$ cat src/rtl/dctimer_pkg.sv
package dctimer_pkg;
  // bit positions shared by the mask and flag registers
  localparam int unsigned OVF_BIT  = 0;
  localparam int unsigned CMPA_BIT = 1;
  localparam int unsigned CMPB_BIT = 2;
  localparam int unsigned IRQ_N    = 3;

  typedef struct packed {
    logic tick;
    logic loadCnt;
    logic loadCmpA;
    logic loadCmpB;
    logic blockMatch;
  } dpStrobe_t;
endpackage

$ cat src/rtl/dctimer_datapath.sv
module dctimer_datapath
  import dctimer_pkg::*;
#(
  parameter int unsigned W = 8
) (
  input  logic         clk,
  input  logic         rstN,
  input  dpStrobe_t    strobe,
  input  logic [W-1:0] wrData,
  output logic [W-1:0] cnt,
  output logic [W-1:0] cmpA,
  output logic [W-1:0] cmpB,
  output logic         matchA,
  output logic         matchB,
  output logic         wrapEv,
  output logic         waveA,
  output logic         waveB
);
  localparam int unsigned CH_N = 2;
  localparam logic [W-1:0] CNT_TOP = {W{1'b1}};

  logic [W-1:0] cntQ;
  logic [CH_N-1:0][W-1:0] cmpQ;
  logic [CH_N-1:0] matchEv;
  logic [CH_N-1:0] waveQ;
  logic [CH_N-1:0] loadCh;
  logic advance;

  assign advance = strobe.tick && !strobe.loadCnt;
  assign loadCh  = {strobe.loadCmpB, strobe.loadCmpA};

  always_ff @(posedge clk or negedge rstN) begin
    if (!rstN)              cntQ <= '0;
    else if (strobe.loadCnt) cntQ <= wrData;
    else if (strobe.tick)    cntQ <= cntQ + 1'b1;
  end

  assign wrapEv = advance && (cntQ == CNT_TOP);

  for (genvar ch = 0; ch < CH_N; ch++) begin : g_chan
    always_ff @(posedge clk or negedge rstN) begin
      if (!rstN)          cmpQ[ch] <= '0;
      else if (loadCh[ch]) cmpQ[ch] <= wrData;
    end

    assign matchEv[ch] = advance && !strobe.blockMatch && (cntQ == cmpQ[ch]);

    always_ff @(posedge clk or negedge rstN) begin
      if (!rstN)           waveQ[ch] <= 1'b0;
      else if (matchEv[ch]) waveQ[ch] <= ~waveQ[ch];
    end


    wave_toggle_chk: assert property (@(posedge clk) disable iff (!rstN)
      matchEv[ch] |=> (waveQ[ch] != $past(waveQ[ch])));
  end

  assign cnt    = cntQ;
  assign cmpA   = cmpQ[0];
  assign cmpB   = cmpQ[1];
  assign matchA = matchEv[0];
  assign matchB = matchEv[1];
  assign waveA  = waveQ[0];
  assign waveB  = waveQ[1];


  cnt_step_chk: assert property (@(posedge clk) disable iff (!rstN)
    advance |=> (cntQ == $past(cntQ) + 1'b1));

  cnt_hold_chk: assert property (@(posedge clk) disable iff (!rstN)
    (!strobe.tick && !strobe.loadCnt) |=> $stable(cntQ));

  cnt_wrap_chk: assert property (@(posedge clk) disable iff (!rstN)
    (advance && cntQ == CNT_TOP) |=> (cntQ == '0));

  cnt_load_chk: assert property (@(posedge clk) disable iff (!rstN)
    strobe.loadCnt |=> (cntQ == $past(wrData)));
endmodule

$ cat src/rtl/dctimer_ctrl.sv
module dctimer_ctrl
  import dctimer_pkg::*;
#(
  parameter int unsigned W  = 8,
  parameter int unsigned AW = 3
) (
  input  logic          clk,
  input  logic          rstN,
  input  logic          tickEn,
  input  logic          globalIrqEn,
  input  logic [AW-1:0] busAddr,
  input  logic          busWrEn,
  input  logic [W-1:0]  busWrData,
  input  logic [W-1:0]  cnt,
  input  logic [W-1:0]  cmpA,
  input  logic [W-1:0]  cmpB,
  input  logic          matchA,
  input  logic          matchB,
  input  logic          wrapEv,
  output dpStrobe_t     strobe,
  output logic [W-1:0]  busRdData,
  output logic [IRQ_N-1:0] irqVec
);
  localparam logic [AW-1:0] ADDR_CNT  = AW'(0);
  localparam logic [AW-1:0] ADDR_CMPA = AW'(1);
  localparam logic [AW-1:0] ADDR_CMPB = AW'(2);
  localparam logic [AW-1:0] ADDR_MASK = AW'(3);
  localparam logic [AW-1:0] ADDR_FLAG = AW'(4);
  localparam int unsigned PAD_W = W - IRQ_N;

  logic [IRQ_N-1:0] maskQ;
  logic [IRQ_N-1:0] flagQ;
  logic [IRQ_N-1:0] setVec;
  logic [IRQ_N-1:0] clrVec;
  logic blockPend;
  logic wrCnt, wrMask, wrFlag;

  assign wrCnt  = busWrEn && (busAddr == ADDR_CNT);
  assign wrMask = busWrEn && (busAddr == ADDR_MASK);
  assign wrFlag = busWrEn && (busAddr == ADDR_FLAG);

  always_comb begin
    strobe.tick       = tickEn;
    strobe.loadCnt    = wrCnt;
    strobe.loadCmpA   = busWrEn && (busAddr == ADDR_CMPA);
    strobe.loadCmpB   = busWrEn && (busAddr == ADDR_CMPB);
    strobe.blockMatch = blockPend;
  end

  // a counter write arms the block; the next tick consumes it
  always_ff @(posedge clk or negedge rstN) begin
    if (!rstN)       blockPend <= 1'b0;
    else if (wrCnt)  blockPend <= 1'b1;
    else if (tickEn) blockPend <= 1'b0;
  end

  always_ff @(posedge clk or negedge rstN) begin
    if (!rstN)       maskQ <= '0;
    else if (wrMask) maskQ <= busWrData[IRQ_N-1:0];
  end

  always_comb begin
    setVec = '0;
    setVec[OVF_BIT]  = wrapEv;
    setVec[CMPA_BIT] = matchA;
    setVec[CMPB_BIT] = matchB;
    clrVec = wrFlag ? busWrData[IRQ_N-1:0] : '0;
  end

  always_ff @(posedge clk or negedge rstN) begin
    if (!rstN) flagQ <= '0;
    else       flagQ <= (flagQ & ~clrVec) | setVec;
  end

  assign irqVec = flagQ & maskQ & {IRQ_N{globalIrqEn}};

  always_comb begin
    case (busAddr)
      ADDR_CNT:  busRdData = cnt;
      ADDR_CMPA: busRdData = cmpA;
      ADDR_CMPB: busRdData = cmpB;
      ADDR_MASK: busRdData = {{PAD_W{1'b0}}, maskQ};
      ADDR_FLAG: busRdData = {{PAD_W{1'b0}}, flagQ};
      default:   busRdData = '0;
    endcase
  end


  always_comb begin
    if (rstN && busAddr == ADDR_MASK)
      mask_pad_chk: assert (busRdData[W-1:IRQ_N] == '0);
  end

  block_cmpa_chk: assert property (@(posedge clk) disable iff (!rstN)
    (blockPend && tickEn && !flagQ[CMPA_BIT]) |=> !flagQ[CMPA_BIT]);

  set_wins_chk: assert property (@(posedge clk) disable iff (!rstN)
    (matchA && wrFlag) |=> flagQ[CMPA_BIT]);

  gie_gate_chk: assert property (@(posedge clk) disable iff (!rstN)
    !globalIrqEn |-> (irqVec == '0));
endmodule

$ cat src/rtl/dual_cmp_timer.sv
module dual_cmp_timer
  import dctimer_pkg::*;
#(
  parameter int unsigned W  = 8,
  parameter int unsigned AW = 3
) (
  input  logic          clk,
  input  logic          rstN,
  input  logic          tickEn,
  input  logic          globalIrqEn,
  input  logic [AW-1:0] busAddr,
  input  logic          busWrEn,
  input  logic [W-1:0]  busWrData,
  output logic [W-1:0]  busRdData,
  output logic          waveA,
  output logic          waveB,
  output logic          irqOvf,
  output logic          irqCmpA,
  output logic          irqCmpB
);
  dpStrobe_t strobe;
  logic [W-1:0] cnt, cmpA, cmpB;
  logic matchA, matchB, wrapEv;
  logic [IRQ_N-1:0] irqVec;

  dctimer_ctrl #(.W(W), .AW(AW)) u_ctrl (
    .clk(clk), .rstN(rstN), .tickEn(tickEn), .globalIrqEn(globalIrqEn),
    .busAddr(busAddr), .busWrEn(busWrEn), .busWrData(busWrData),
    .cnt(cnt), .cmpA(cmpA), .cmpB(cmpB),
    .matchA(matchA), .matchB(matchB), .wrapEv(wrapEv),
    .strobe(strobe), .busRdData(busRdData), .irqVec(irqVec)
  );

  dctimer_datapath #(.W(W)) u_dp (
    .clk(clk), .rstN(rstN), .strobe(strobe), .wrData(busWrData),
    .cnt(cnt), .cmpA(cmpA), .cmpB(cmpB),
    .matchA(matchA), .matchB(matchB), .wrapEv(wrapEv),
    .waveA(waveA), .waveB(waveB)
  );

  assign irqOvf  = irqVec[OVF_BIT];
  assign irqCmpA = irqVec[CMPA_BIT];
  assign irqCmpB = irqVec[CMPB_BIT];
endmodule

$ cat config.mk
export PLATFORM = sky130hd
export DESIGN_NAME = dual_cmp_timer
export DESIGN_NICKNAME = d
export VERILOG_FILES = /design/src/rtl/dctimer_pkg.sv /design/src/rtl/dctimer_datapath.sv /design/src/rtl/dctimer_ctrl.sv /design/src/rtl/dual_cmp_timer.sv
export SDC_FILE = /design/constraint.sdc
export NUM_CORES = 1
export LEC_CHECK = 0
export CORE_ASPECT_RATIO = 0.75
export CORE_MARGIN = 2
export CORE_UTILIZATION = 40
export CTS_CLUSTER_SIZE = 12
export DETAILED_ROUTE_END_ITERATION = 10
export DONT_BUFFER_PORTS = 1
export GPL_TIMING_DRIVEN = 0
export PLACE_DENSITY = 0.55
export SETUP_SLACK_MARGIN = 0.02
export SLEW_MARGIN = 20
export SYNTH_ARGS = -nofsm -noshare
export SYNTH_HDL_FRONTEND = slang
export SYNTH_SLANG_ARGS = --single-unit
export TNS_END_PERCENT = 100
$ cat constraint.sdc
create_clock -name clk -period 1.7 [get_ports clk]
set_clock_uncertainty 0.1 [all_clocks]
set_input_delay 0.085 -clock clk [delete_from_list [all_inputs] [get_ports clk]]
set_output_delay 0.085 -clock clk [all_outputs]
set_load 0.005 [all_outputs]
==> out/metrics.yaml <==
setup_path:
  rr_worst_depth: 4
  crit_fanout: 4
  path_cells: "mux4_2 > mux2_4"
  required_ns: 1.51
  slowest_stage: "mux4_2"
  rr_startpoint: "u_dp.cnt[3]"
  max_stage_delay_ns: 0.47
  crit_type: "reg -> out"
  crit_path_start_kind: "flop"
  worstPathArrival_ns: 1.47
  end_kind: "output port"
  r2r-end: "u_dp.waveB"
  reg2reg_slack_ns: 0.07
timing:
  fmax_mhz: 605
  rsz0062_at_grt: "true"
  layout_min_cycle_time_ns: 1.65
  setup_viol: 0
  hold_viol_final: 0
  worstMarginPinSlew_ns: 0.797
  hold_ws_ns: 0.0582
  setup_slack_ns: 0.0473
  slew_headroom_pct: 46.6
  fin_crit_sh_pct: 97.2
  slew_viol_final: 0
  final.setup.tns_ns: 0
die:
  initial_core_util_pct: 41.9
  fp.dieW_um: 83.2
  dieArea_um2: 5270
  die_y_um: 63.4
  num_io_pins: 29
  rows: 21
  core_um2: 4490
clocking:
  clockBufferDepth: 2
  cts_made_buffers: 5
  worstSkewPairLatency_ns: 0.28
  cts_tree: "yes"
  clkSinkCount: 33
  cts-root-buf: "clkbuf_8"
  htreeDepth: 2
  clk_pin_slew_ns: 0.07
route:
  wl_um: 4490
  final_antenna_net_count: 0
  dr.pass1.iters: 4
  num_vias: 1378
  drc: 0
  wire_per_inst_um: 17.6
  drt_iter0_markers: 72
  vias_per_cell: 5.38
place:
  dp_slack_ns: -0.101
  portBuffers: 0
  dpl.hpwl_um: 3280
  placed_cell_area_um2: 1950
  place_congestion: 0.827
  dp_cells: 239
logic_synthesis:
  synthFlopType: "dfrtp_1"
  yosysTopAreaCell: "dfrtp_1"
  syn_area_um2: 1880
  synthArstFlopShare_pct: 100
  synthesis.nets: 199
  ys_warn_count: 0
  ys_ff_latch: 33
  synthMostInstantiatedCell: "dfrtp_1"
  ys_types: 31
  synth_edf_count: 0
  yosys-top-cells-area: "dfrtp_1 (44%), mux2_2 (12%), xor2_1 (7.5%)"
  synth_cells: 182
  avgSynthCellArea_um2: 10.3
  synthTopCellsByCount: "dfrtp_1 (33), nand2_1 (21), mux2_2 (20)"
  yosysTopAreaCellShare_pct: 43.9
  ys_seq_area_share_pct: 43.9
power:
  p_total_mw: 2.94
  power.density_nw_per_um2: 1330
  p_leak_nw: 0.943
  peakVddDrop_mv: 0.596
grt:
  grt_pass1_wl_um: 7510
  grt_util_all_layers_pct: 18.5
  grt-ovfl-total: 0
  grt_start_max_net_pins: 34
  grt_pass1_vias: 1400
  antenna_found_initial: 0
finish:
  fin_util_pct: 49.0
  area_growth_syn_to_layout_pct: 17.0
  final_cell_area_um2: 2200
  drive_gt1_share_pct: 22.6
  stdcell_count: 256
  insertedDiodeCount: 0
  final_nets: 215
hold_path:
  min_from: "busAddr[2]"
  min_to: "u_ctrl.flagQ[1]"
  min_path_cells: 4
  hold_class: "in -> reg"
run:
  drv_cap: 0
status:
  status: "completed"
[critical path: cells and delay by family (launching register included)]
family / cells / cell delay [ns]
multiplexers: 2 / 0.76
flip-flops: 1 / 0.43
[final cells by class]
cell class	count	area (um2)
timing repair buffer	12	125
multi-input combinational	133	1000
clock buffer	7	86.3
inverter	2	7.51
buffer	11	50.0
fill	417	2290
sequential	33	828
clock inverter	1	30.0
tap	57	71.3
[state kept, by name (all words and copies together), names as in the netlist]
name,flops
u_dp.cmpA,8
u_dp.cmpB,8
u_dp.cnt,8
u_ctrl.flagQ,3
u_ctrl.maskQ,3
u_ctrl.blockPend,1
u_dp.waveA,1
u_dp.waveB,1
[cell families after synthesis]
family	count (synthesis)	synth area share, %
buf+inv	16	3.66
compound gates	19	5.59
fa+ha+maj	1	0.665
flops	33	43.9
simple gates	57	16.0
mux	31	18.5
xor+xnor	25	11.6
[placed cells by master, fill, tap and decap left out, types with 2 or more instances in the layout]
master and count:
xnor2_1 9, buf_4 3, inv_1 2, nor2_1 14
nor4_2 2, nand4_1 5, clkbuf_8 6, buf_2 4
xor2_1 16, and3_1 4, a21oi_1 5, clkbuf_1 7
o22ai_1 2, mux2i_1 10, o21ai_0 8, dfrtp_2 2
dfrtp_1 31, mux2_2 19, nand2_1 21, a31oi_1 2
dlygate4sd3_1 9, nor4_1 2
[report_power, final]
part           switching [mW]  internal (mW)
combinational           0.449          0.465
sequential              0.240           1.02
clock                   0.287          0.478
[routing by layer]
| layer | GRT usage [%] | up-vias | part of all wire (%) |
|---|---|---|---|
| met5 | 0 | - | 0 |
| met4 | 5.53 | 0 | 1.4 |
| met3 | 4.98 | 9 | 3.7 |
| met2 | 27.7 | 23 | 44 |
| met1 | 26.3 | 687 | 50 |
| li1 | - | 659 | - |
[worst max path at each step]
stage	slack, ns	to	startpoint	cells after the start
after detailed placement	-0.10	u_dp.waveB	u_dp.cnt[3]	5
final	0.05	busRdData[2]	u_dp.cnt[2]	2
after global routing	-0.008	u_dp.waveB	u_dp.cnt[3]	4
after floorplan	0.23	u_dp.waveA	u_dp.cnt[3]	5
after CTS	0.01	busRdData[2]	u_dp.cnt[2]	2
after global placement	-0.10	u_dp.waveB	u_dp.cnt[3]	5
[repair_timing]
item / 4_1_cts / 5_1_grt
pin swaps: 1 / 4
hold buffers: 10 / 0
resized for setup: 3 / 2
setup endpoints to repair: 4 / 5
hold endpoints to repair: 63 / 0
setup buffers: 0 / 2
No activity file was read; power rests on OpenSTA's default activity.
